<file path="config.mk">
export PLATFORM = sky130hd
export DESIGN_NAME = fsplit_unit
export DESIGN_NICKNAME = d
export VERILOG_FILES = /design/src/rtl/fsplit_pkg.sv /design/src/rtl/fsplit_lzc.sv /design/src/rtl/fsplit_decode.sv /design/src/rtl/fsplit_unit.sv
export SDC_FILE = /design/constraint.sdc
export NUM_CORES = 1
export LEC_CHECK = 0
export ABC_AREA = 0
export BUFFER_PORTS_ARGS = -buffer_cell sky130_fd_sc_hd__buf_2
export CORE_MARGIN = 3
export CORE_UTILIZATION = 35
export DETAILED_ROUTE_END_ITERATION = 12
export PLACE_DENSITY = 0.65
export SYNTH_ARGS = -nofsm -noshare
export SYNTH_HDL_FRONTEND = slang
export SYNTH_SLANG_ARGS = --single-unit
</file>
<file path="constraint.sdc">
create_clock -name clk -period 1 [get_ports clk]
set_input_delay 0.05 -clock clk [delete_from_list [all_inputs] [get_ports clk]]
set_output_delay 0.05 -clock clk [all_outputs]
set_load 0.01 [all_outputs]
</file>
<file path="src/rtl/fsplit_pkg.sv">
package fsplit_pkg;

    localparam int unsigned EXP_W  = 8;
    localparam int unsigned FRAC_W = 23;
    localparam int unsigned WORD_W = 1 + EXP_W + FRAC_W;
    localparam int unsigned BIAS   = (1 << (EXP_W - 1)) - 1;
    localparam int unsigned UNB_W  = EXP_W + 2;
    localparam int unsigned LZ_W   = $clog2(FRAC_W + 1);

    localparam logic signed [UNB_W-1:0] BIAS_S    = UNB_W'(BIAS);
    localparam logic [EXP_W-1:0]        EXP_ONE     = EXP_W'(BIAS);
    localparam logic [EXP_W-1:0]        EXP_HALF    = EXP_W'(BIAS - 1);
    localparam logic [EXP_W-1:0]        EXP_QUARTER = EXP_W'(BIAS - 2);

    typedef enum logic [2:0] {
        OP_RCP_MANT  = 3'd0,
        OP_SQRT_MANT = 3'd1,
        OP_LOG_MANT  = 3'd2,
        OP_RCP_EXP   = 3'd3,
        OP_SQRT_EXP  = 3'd4,
        OP_RSQ_EXP   = 3'd5,
        OP_LOG_EXP   = 3'd6,
        OP_NONE      = 3'd7
    } fsplit_op_e;

    typedef struct packed {
        logic                     sign;
        logic                     is_zero;
        logic                     is_inf;
        logic                     is_nan;
        logic [FRAC_W-1:0]        frac;
        logic signed [UNB_W-1:0]  e;
    } fsplit_operand_t;

    typedef struct packed {
        logic              valid;
        logic [WORD_W-1:0] result;
    } fsplit_state_t;

endpackage

</file>
<file path="src/rtl/fsplit_lzc.sv">
module fsplit_lzc #(
    parameter int unsigned W  = 23,
    parameter int unsigned CW = $clog2(W + 1)
) (
    input  logic [W-1:0]  vec_in,
    output logic [CW-1:0] zeros_out
);

    always_comb begin
        zeros_out = CW'(W);
        for (int i = 0; i < int'(W); i++) begin
            if (vec_in[i]) begin
                zeros_out = CW'(int'(W) - 1 - i);
            end
        end
    end

endmodule

</file>
<file path="src/rtl/fsplit_decode.sv">
module fsplit_decode
    import fsplit_pkg::*;
(
    input  logic [WORD_W-1:0] word_in,
    output fsplit_operand_t   dec_out
);

    logic [EXP_W-1:0]  exp_f;
    logic [FRAC_W-1:0] frac_f;
    logic [LZ_W-1:0]   lz;
    logic [FRAC_W-1:0] shifted;
    logic              exp_all0;
    logic              exp_all1;
    logic              frac_nz;

    assign exp_f    = word_in[WORD_W-2 -: EXP_W];
    assign frac_f   = word_in[FRAC_W-1:0];
    assign exp_all0 = (exp_f == '0);
    assign exp_all1 = (exp_f == '1);
    assign frac_nz  = (frac_f != '0);

    fsplit_lzc #(
        .W  (FRAC_W),
        .CW (LZ_W)
    ) u_lzc (
        .vec_in    (frac_f),
        .zeros_out (lz)
    );

    assign shifted = frac_f << lz;

    always_comb begin
        dec_out         = '0;
        dec_out.sign    = word_in[WORD_W-1];
        dec_out.is_zero = exp_all0 && !frac_nz;
        dec_out.is_inf  = exp_all1 && !frac_nz;
        dec_out.is_nan  = exp_all1 && frac_nz;
        if (exp_all0) begin
            // subnormal: shift out the leading one, rebase the exponent
            dec_out.frac = {shifted[FRAC_W-2:0], 1'b0};
            dec_out.e    = -BIAS_S - $signed({{(UNB_W-LZ_W){1'b0}}, lz});
        end else begin
            dec_out.frac = frac_f;
            dec_out.e    = $signed({2'b00, exp_f}) - BIAS_S;
        end
    end

endmodule

</file>
<file path="src/rtl/fsplit_unit.sv">
module fsplit_unit
    import fsplit_pkg::*;
(
    input  logic              clk,
    input  logic              rst_n,
    input  logic              valid_in,
    input  logic [2:0]        op_sel,
    input  logic [WORD_W-1:0] operand_in,
    output logic              valid_out,
    output logic [WORD_W-1:0] result_out
);

    fsplit_operand_t         dec;
    fsplit_state_t           state_d;
    fsplit_state_t           state_q;
    fsplit_op_e              op;
    logic signed [UNB_W-1:0] half_e;
    logic signed [UNB_W-1:0] int_res;
    logic [WORD_W-1:0]       res;
    logic                    special;
    logic                    mant_op;
    logic                    log_up;

    fsplit_decode u_decode (
        .word_in (operand_in),
        .dec_out (dec)
    );

    assign op      = fsplit_op_e'(op_sel);
    assign special = dec.is_zero || dec.is_inf || dec.is_nan;
    assign mant_op = (op == OP_RCP_MANT) || (op == OP_SQRT_MANT) || (op == OP_LOG_MANT);
    assign half_e  = dec.e >>> 1;
    assign log_up  = dec.frac[FRAC_W-1];

    always_comb begin
        int_res = '0;
        res     = '0;
        case (op)
            OP_RCP_MANT:  res = {dec.sign, EXP_HALF, dec.frac};
            OP_SQRT_MANT: res = {dec.sign, (dec.e[0] ? EXP_HALF : EXP_QUARTER), dec.frac};
            OP_LOG_MANT:  res = {dec.sign, (log_up ? EXP_HALF : EXP_ONE), dec.frac};
            OP_RCP_EXP:   int_res = -dec.e - UNB_W'(1);
            OP_SQRT_EXP:  int_res = half_e + UNB_W'(1);
            OP_RSQ_EXP:   int_res = -half_e - UNB_W'(1);
            OP_LOG_EXP:   int_res = dec.e + $signed({{(UNB_W-1){1'b0}}, log_up});
            default:      int_res = '0;
        endcase
        if (!mant_op) begin
            res = {{(WORD_W-UNB_W){int_res[UNB_W-1]}}, int_res};
        end
        if (special) begin
            if (mant_op) begin
                res = operand_in;
                if (dec.is_nan) begin
                    res[FRAC_W-1] = 1'b1;
                end
            end else begin
                res = '0;
            end
        end
    end

    always_comb begin
        state_d       = state_q;
        state_d.valid = valid_in;
        if (valid_in) begin
            state_d.result = res;
        end
    end

    always_ff @(posedge clk or negedge rst_n) begin
        if (!rst_n) begin
            state_q <= '0;
        end else begin
            state_q <= state_d;
        end
    end

    assign valid_out  = state_q.valid;
    assign result_out = state_q.result;

endmodule

</file>
Word-level counts from Yosys, hierarchy flattened. Index checks and enable logic that the tools add are counted.

Bits in registers: 33. Latch bits: 0. Memory bits (writable): 0. ROM bits: 0. Input bits: 38. Word-level logic and storage cells: 61. Memories: 0.

$add $sub $neg: 8. Multipliers: 0. Divide/modulo/power cells: 0. Magnitude comparators: 0. Equal/unequal tests: 7. Shift-type cells: 1. Multiplexer cells: 32. Bitwise operators: 0. Reductions and logical operators: 11.

Operators with widths (count): $mux 5 (22); $mux 32 (3); $pmux 32 s3 (1); $pmux 10 s4 (1); $mux 33 (1); $reduce_bool 23->1 (1); $shl 23x5->22 (1); $sub 10x2->10 const B (2); $add 10x2->10 (1); $add 9x2->10 const B (1); $neg 10->10 (1); $neg 9->10 (1); $eq 3x3->1 const B (3); $sub 8x6->9 const A (1); $sub 8x7->9 const B (1); $eq 8x8->1 const B (1); $logic_not 8->1 (1); $eq 3x2->1 const B (2); $logic_or 1x1->1 (4); $eq 3x1->1 const B (1); $logic_and 1x1->1 (3); $logic_not 3->1 (1); $mux 1 (3); $mux 2 (1); $logic_not 1->1 (1).

Longest topological paths before layout.
Depth after elaboration: 30. Depth in mapped cells: 20. Gate-level depth less buffers: 18.

By module. A second synthesis with hierarchy kept.

Cell total of the unflattened synthesis: 549. Area, all modules: 4242.8 um2.

By module, submodules not included: fsplit_unit (times used 1, cells each 317, area an instance 2339.7 um2); fsplit_decode (times used 1, cells each 190, area an instance 1666.6 um2); fsplit_lzc (times used 1, cells each 42, area an instance 236.5 um2).

Worst setup path before layout. Ideal clock, no wire load.

Path type: input port to flip-flop. Start: input port operand_in[15]. End: register state_q (netlist bit result_out[4]). Data arrival time: 3.498 ns. Slack: -2.624 ns. Stages: 18. Buffers on the path: 2. Cell sequence: buf_6 or4_4 buf_6 o21a_4 inv_1 mux4_2 mux2_2 nor2_1 o31a_1 nor2_1 ha_1 ha_1 o211ai_1 mux2i_1 nand2_1 a31oi_1 o21a_1 a221o_1.

Longest elaborated chain between the ends: 15.

Ends and longest elaborated chain: start, declared (line fsplit_unit.sv:8) `input logic [WORD_W-1:0] operand_in,`; $mux 5 (8 in series) (line fsplit_lzc.sv:12) `if (vec_in[i]) begin`; $sub 8x6->9 (line fsplit_decode.sv:41) `dec_out.e = -BIAS_S - $signed({{(UNB_W-LZ_W){1'b0}}, lz});`; $mux 33 (line fsplit_decode.sv:38) `if (exp_all0) begin`; $neg 10->10 / $neg 9->10 (equally long branches) (line fsplit_unit.sv:42, fsplit_unit.sv:44); $sub 10x2->10, on equally long branches (line fsplit_unit.sv:42, fsplit_unit.sv:44); $pmux 10 s4 (line fsplit_unit.sv:38) `case (op)`; $mux 32 (line fsplit_unit.sv:48) `if (!mant_op) begin`; $mux 32 (*) (line fsplit_unit.sv:51) `if (special) begin`; end signal, assigned (line fsplit_unit.sv:75) `state_q <= state_d;`; end, declared (line fsplit_unit.sv:15) `fsplit_state_t state_q;`.

Every way passes the cells marked *; elsewhere a longest branch is shown, timed or not. A chain may end at the register's enable or synchronous reset.

Worst setup path in the final report.
Start: input port operand_in[6]. End: register state_q (netlist bit result_out[5]).

Longest elaborated chain between the ends: 24.

Ends and longest elaborated chain (line): $mux 5 (17 in series) (fsplit_lzc.sv:12); $sub 8x6->9 (fsplit_decode.sv:41); $mux 33 (fsplit_decode.sv:38); $neg 10->10 / $neg 9->10 (equally long branches) (fsplit_unit.sv:42, fsplit_unit.sv:44); $sub 10x2->10, on equally long branches (fsplit_unit.sv:42, fsplit_unit.sv:44); $pmux 10 s4 (fsplit_unit.sv:38); $mux 32 (fsplit_unit.sv:48); $mux 32 (*) (fsplit_unit.sv:51).

Marks and branches as above.

==> flow_metrics.env <==
export IMPL_rsz0062_at_grt="true"
export IMPL_detail_route_antenna_nets=0
export IMPL_r2r_start="result_out[23]$_DFFE_PN0P_"
export IMPL_routedWlPerCell_um=20.06
export IMPL_drt_iter0_drc=405
export IMPL_period_needed_ps=3195
export IMPL_min_period_over_period_pct=319.5
export IMPL_synth_flop_cell="dfrtp_1"
export IMPL_violations="negative setup slack"
export IMPL_place_hpwl_um=15220
export IMPL_vias=5413
export IMPL_synth_cell_types=74
export IMPL_pre_cts_slack_ps=-2737
export IMPL_syn_avg_cell_area_sq_um=7.545
export IMPL_clockBufferDepth=2
export IMPL_core_area_sq_um=10980
export IMPL_netlist_top_cells_count="nor2_1, nand2_1, mux2i_1"
export IMPL_crit_chain="buf_6, or4_4, a21oi_2, o21a_4, inv_4, mux4_2, mux2_4, nor2_1, o31a_1, nor2_1, ha_2, nand3_2, buf_4, o21a_1, nor3_1, o31ai_2, buf_4, a41oi_1"
export IMPL_insertion_delay_ps=270
export IMPL_fmax_mhz=313.0
export IMPL_power_leakage_uw=0.002991
export IMPL_worst_slew_pin_slew_ps=497.4
export IMPL_crit_buf_inv=4
export IMPL_drc=0
export IMPL_drive_gt1_share_pct=45.88
export IMPL_finalHoldViolCount=0
export IMPL_dieHeight_um=112.8
export IMPL_setup_ws_ps=-2195
export IMPL_slowest_stage="or4_4"
export IMPL_final_max_slew_viol_count=0
export IMPL_p_per_area_nw_per_um2=920.6
export IMPL_synth_area_leaders="dfrtp_1, mux2i_1, nor2_1, nand2_1, a21oi_1"
export IMPL_synth_most_common_cell="nor2_1"
export IMPL_synthesis_area_sq_um=3991
export IMPL_grt_usage_pct=28.60
export IMPL_cts_buffers=5
export IMPL_drv_cap=0
export IMPL_dr_pass1_iters=5
export IMPL_ys_warn_count=0
export IMPL_routed_wl_um=18640
export IMPL_rr_worst_depth=3
export IMPL_fillers=1032
export IMPL_cp_end_kind="flip-flop"
export IMPL_cp_data_required_time_ps=1140
export IMPL_startpoint="operand_in[6]"
export IMPL_fin_util_pct=59.23
export IMPL_gr_total_overflow=0
export IMPL_critPathKind="in2reg"
export IMPL_setup_viol=32
export IMPL_rows=38
export IMPL_synth_async_reset_ratio_pct=100.0
export IMPL_synth_top_cell_area_share_pct=20.69
export IMPL_grt_pass1_wl_um=29190
export IMPL_syn_nets=573
export IMPL_placed_cell_area_sq_um=6051
export IMPL_viasPerCell=5.827
export IMPL_htree_levels=2
export IMPL_finClkSkew_ps=0
export IMPL_synth_edf_count=0
export IMPL_timing_slew_headroom_pct=66.49
export IMPL_port_buffers=70
export IMPL_nets=832
export IMPL_design_area_sq_um=6505
export IMPL_path_depth=18
export IMPL_place_gp_congestion=0.9645
export IMPL_die_area_sq_um=12720
export IMPL_area_delta_synth_final_pct=62.98
export IMPL_status="finished with violations"
export IMPL_start_kind="input pin"
export IMPL_diodes=0
export IMPL_yosys_area_top_type="dfrtp_1"
export IMPL_syn_inst=529
export IMPL_whs_ps=16.66
export IMPL_total_power_uw=5989
export IMPL_ctsRootBufferMaster="clkbuf_16"
export IMPL_antenna_found_initial=0
export IMPL_clk_pin_slew_ps=50
export IMPL_initial_core_util_pct=36.34
export IMPL_fp_dieW_um=112.8
export IMPL_slowest_delay_ps=550
export IMPL_r2r_end="result_out[23]$_DFFE_PN0P_"
export IMPL_io_pins=71
export IMPL_r2r_setup_slack_ps=-60
export IMPL_synth_seq_area_share_pct=20.69
export IMPL_crit_end="result_out[5]$_DFFE_PN0P_"
export IMPL_clkSinkCount=33
export IMPL_synth_seq_cells=33
export IMPL_cp_top_family="compound AO/OA/AOI/OAI gates"
export IMPL_worstPathArrival_ps=3340
export IMPL_worstPathMaxFanout=6
export IMPL_grt_max_degree=34
export IMPL_min_path_type="in2reg"
export IMPL_cts_tree="yes"
export IMPL_vdd_drop_max_v=0.0006982
export IMPL_grt_pass1_vias=5515
state kept, by name, indices dropped and copies added, names as in the netlist:
signal / cells
result_out: 32
valid_out: 1
cells in the final DEF (no fill, tap or decap), drive strengths merged, types with 4 or more instances in the layout:
master  count
a211oi      9
nor3       17
or3         4
or2         5
nand4       6
o22ai      10
buf       290
ha          6
mux2i      36
a22oi       8
nand2b      5
inv        13
or4         5
a32o        4
nor2       60
o22a        4
nand2      58
o21a       14
o21ai      23
a21oi      35
nor4       12
o31ai       9
mux2        5
o211ai      8
a31oi       8
nor2b       6
clkbuf      7
nand3      18
dfrtp      33
o221ai      5
a221oi      5
xnor2       9
per-layer routing:
metal  up-vias  global-route usage [%]  part of all wire [%]
li1       2531                       -                     -
met1      2612                   34.42                    40
met2       208                   51.03                    51
met3        62                   3.636                   5.0
met4         0                   12.18                   4.4
met5         -                       0                     0
worst register-to-register path: cells and delay by family, from the launching register on:
family,cells,cell delay (ps)
compound gates,1,300
flops,1,390
simple gates,2,250
logic make-up (layout without fill, tap and decap cells):
group | Yosys count | in the layout | share of synthesized area, %
and+or+nand+nor | 207 | 207 | 24.95
AOI/OAI and AO/OA | 175 | 175 | 32.38
buffers and inverters | 53 | 313 | 5.893
muxes | 43 | 43 | 11.57
DFF | 33 | 33 | 20.69
xor gates and xnor gates | 12 | 12 | 2.633
adders and majority gates | 6 | 6 | 1.881
worst min-delay path by stage:
stage,end,cells after the start,startpoint,slack (ps)
floorplan,result_out[0]$_DFFE_PN0P_,0,rst_n,-250
global route,result_out[31]$_DFFE_PN0P_,3,operand_in[31],30
CTS,result_out[31]$_DFFE_PN0P_,3,operand_in[31],10
finish,result_out[31]$_DFFE_PN0P_,3,operand_in[31],20
global placement,result_out[0]$_DFFE_PN0P_,2,rst_n,100
detailed placement,result_out[0]$_DFFE_PN0P_,2,rst_n,120
repair_timing:
item | CTS | global route
endpoints found under the setup margin | 32 | 33
hold buffers | 1 | 0
setup buffers | 7 | 4
pin swaps | 21 | 17
resized for setup | 29 | 15
hold endpoints to repair | 33 | 0
layout make-up:
type	count	area, sq um	share of cell area (%)
timing repair buffer	291	2111	32.45
multi-input combinational	443	3181	48.89
sequential	33	825.8	12.69
tap	140	175.2	2.693
clock buffer	7	152.6	2.347
inverter	14	55.05	0.8463
clock inverter	1	5.005	0.07694
report_power, final:
| part | total (uW) | leakage [uW] | internal, uW | switching [uW] |
|---|---|---|---|---|
| Clock | 1640 | 0.0000799 | 1050 | 583 |
| Sequential | 1590 | 0.000385 | 1500 | 89.3 |
| Combinational | 2760 | 0.00253 | 1320 | 1440 |
| Total | 5990 | 0.00299 | 3880 | 2110 |
stage by stage:
stage / setup TNS [ps] / std cells
floorplan: -68750 / 529
global placement: -76420 / 910
detailed placement: -78290 / 910
CTS: -64360 / 926
global route: -69970 / 929
finish: -65380 / 929
No activity file was read; power rests on OpenSTA's default activity.
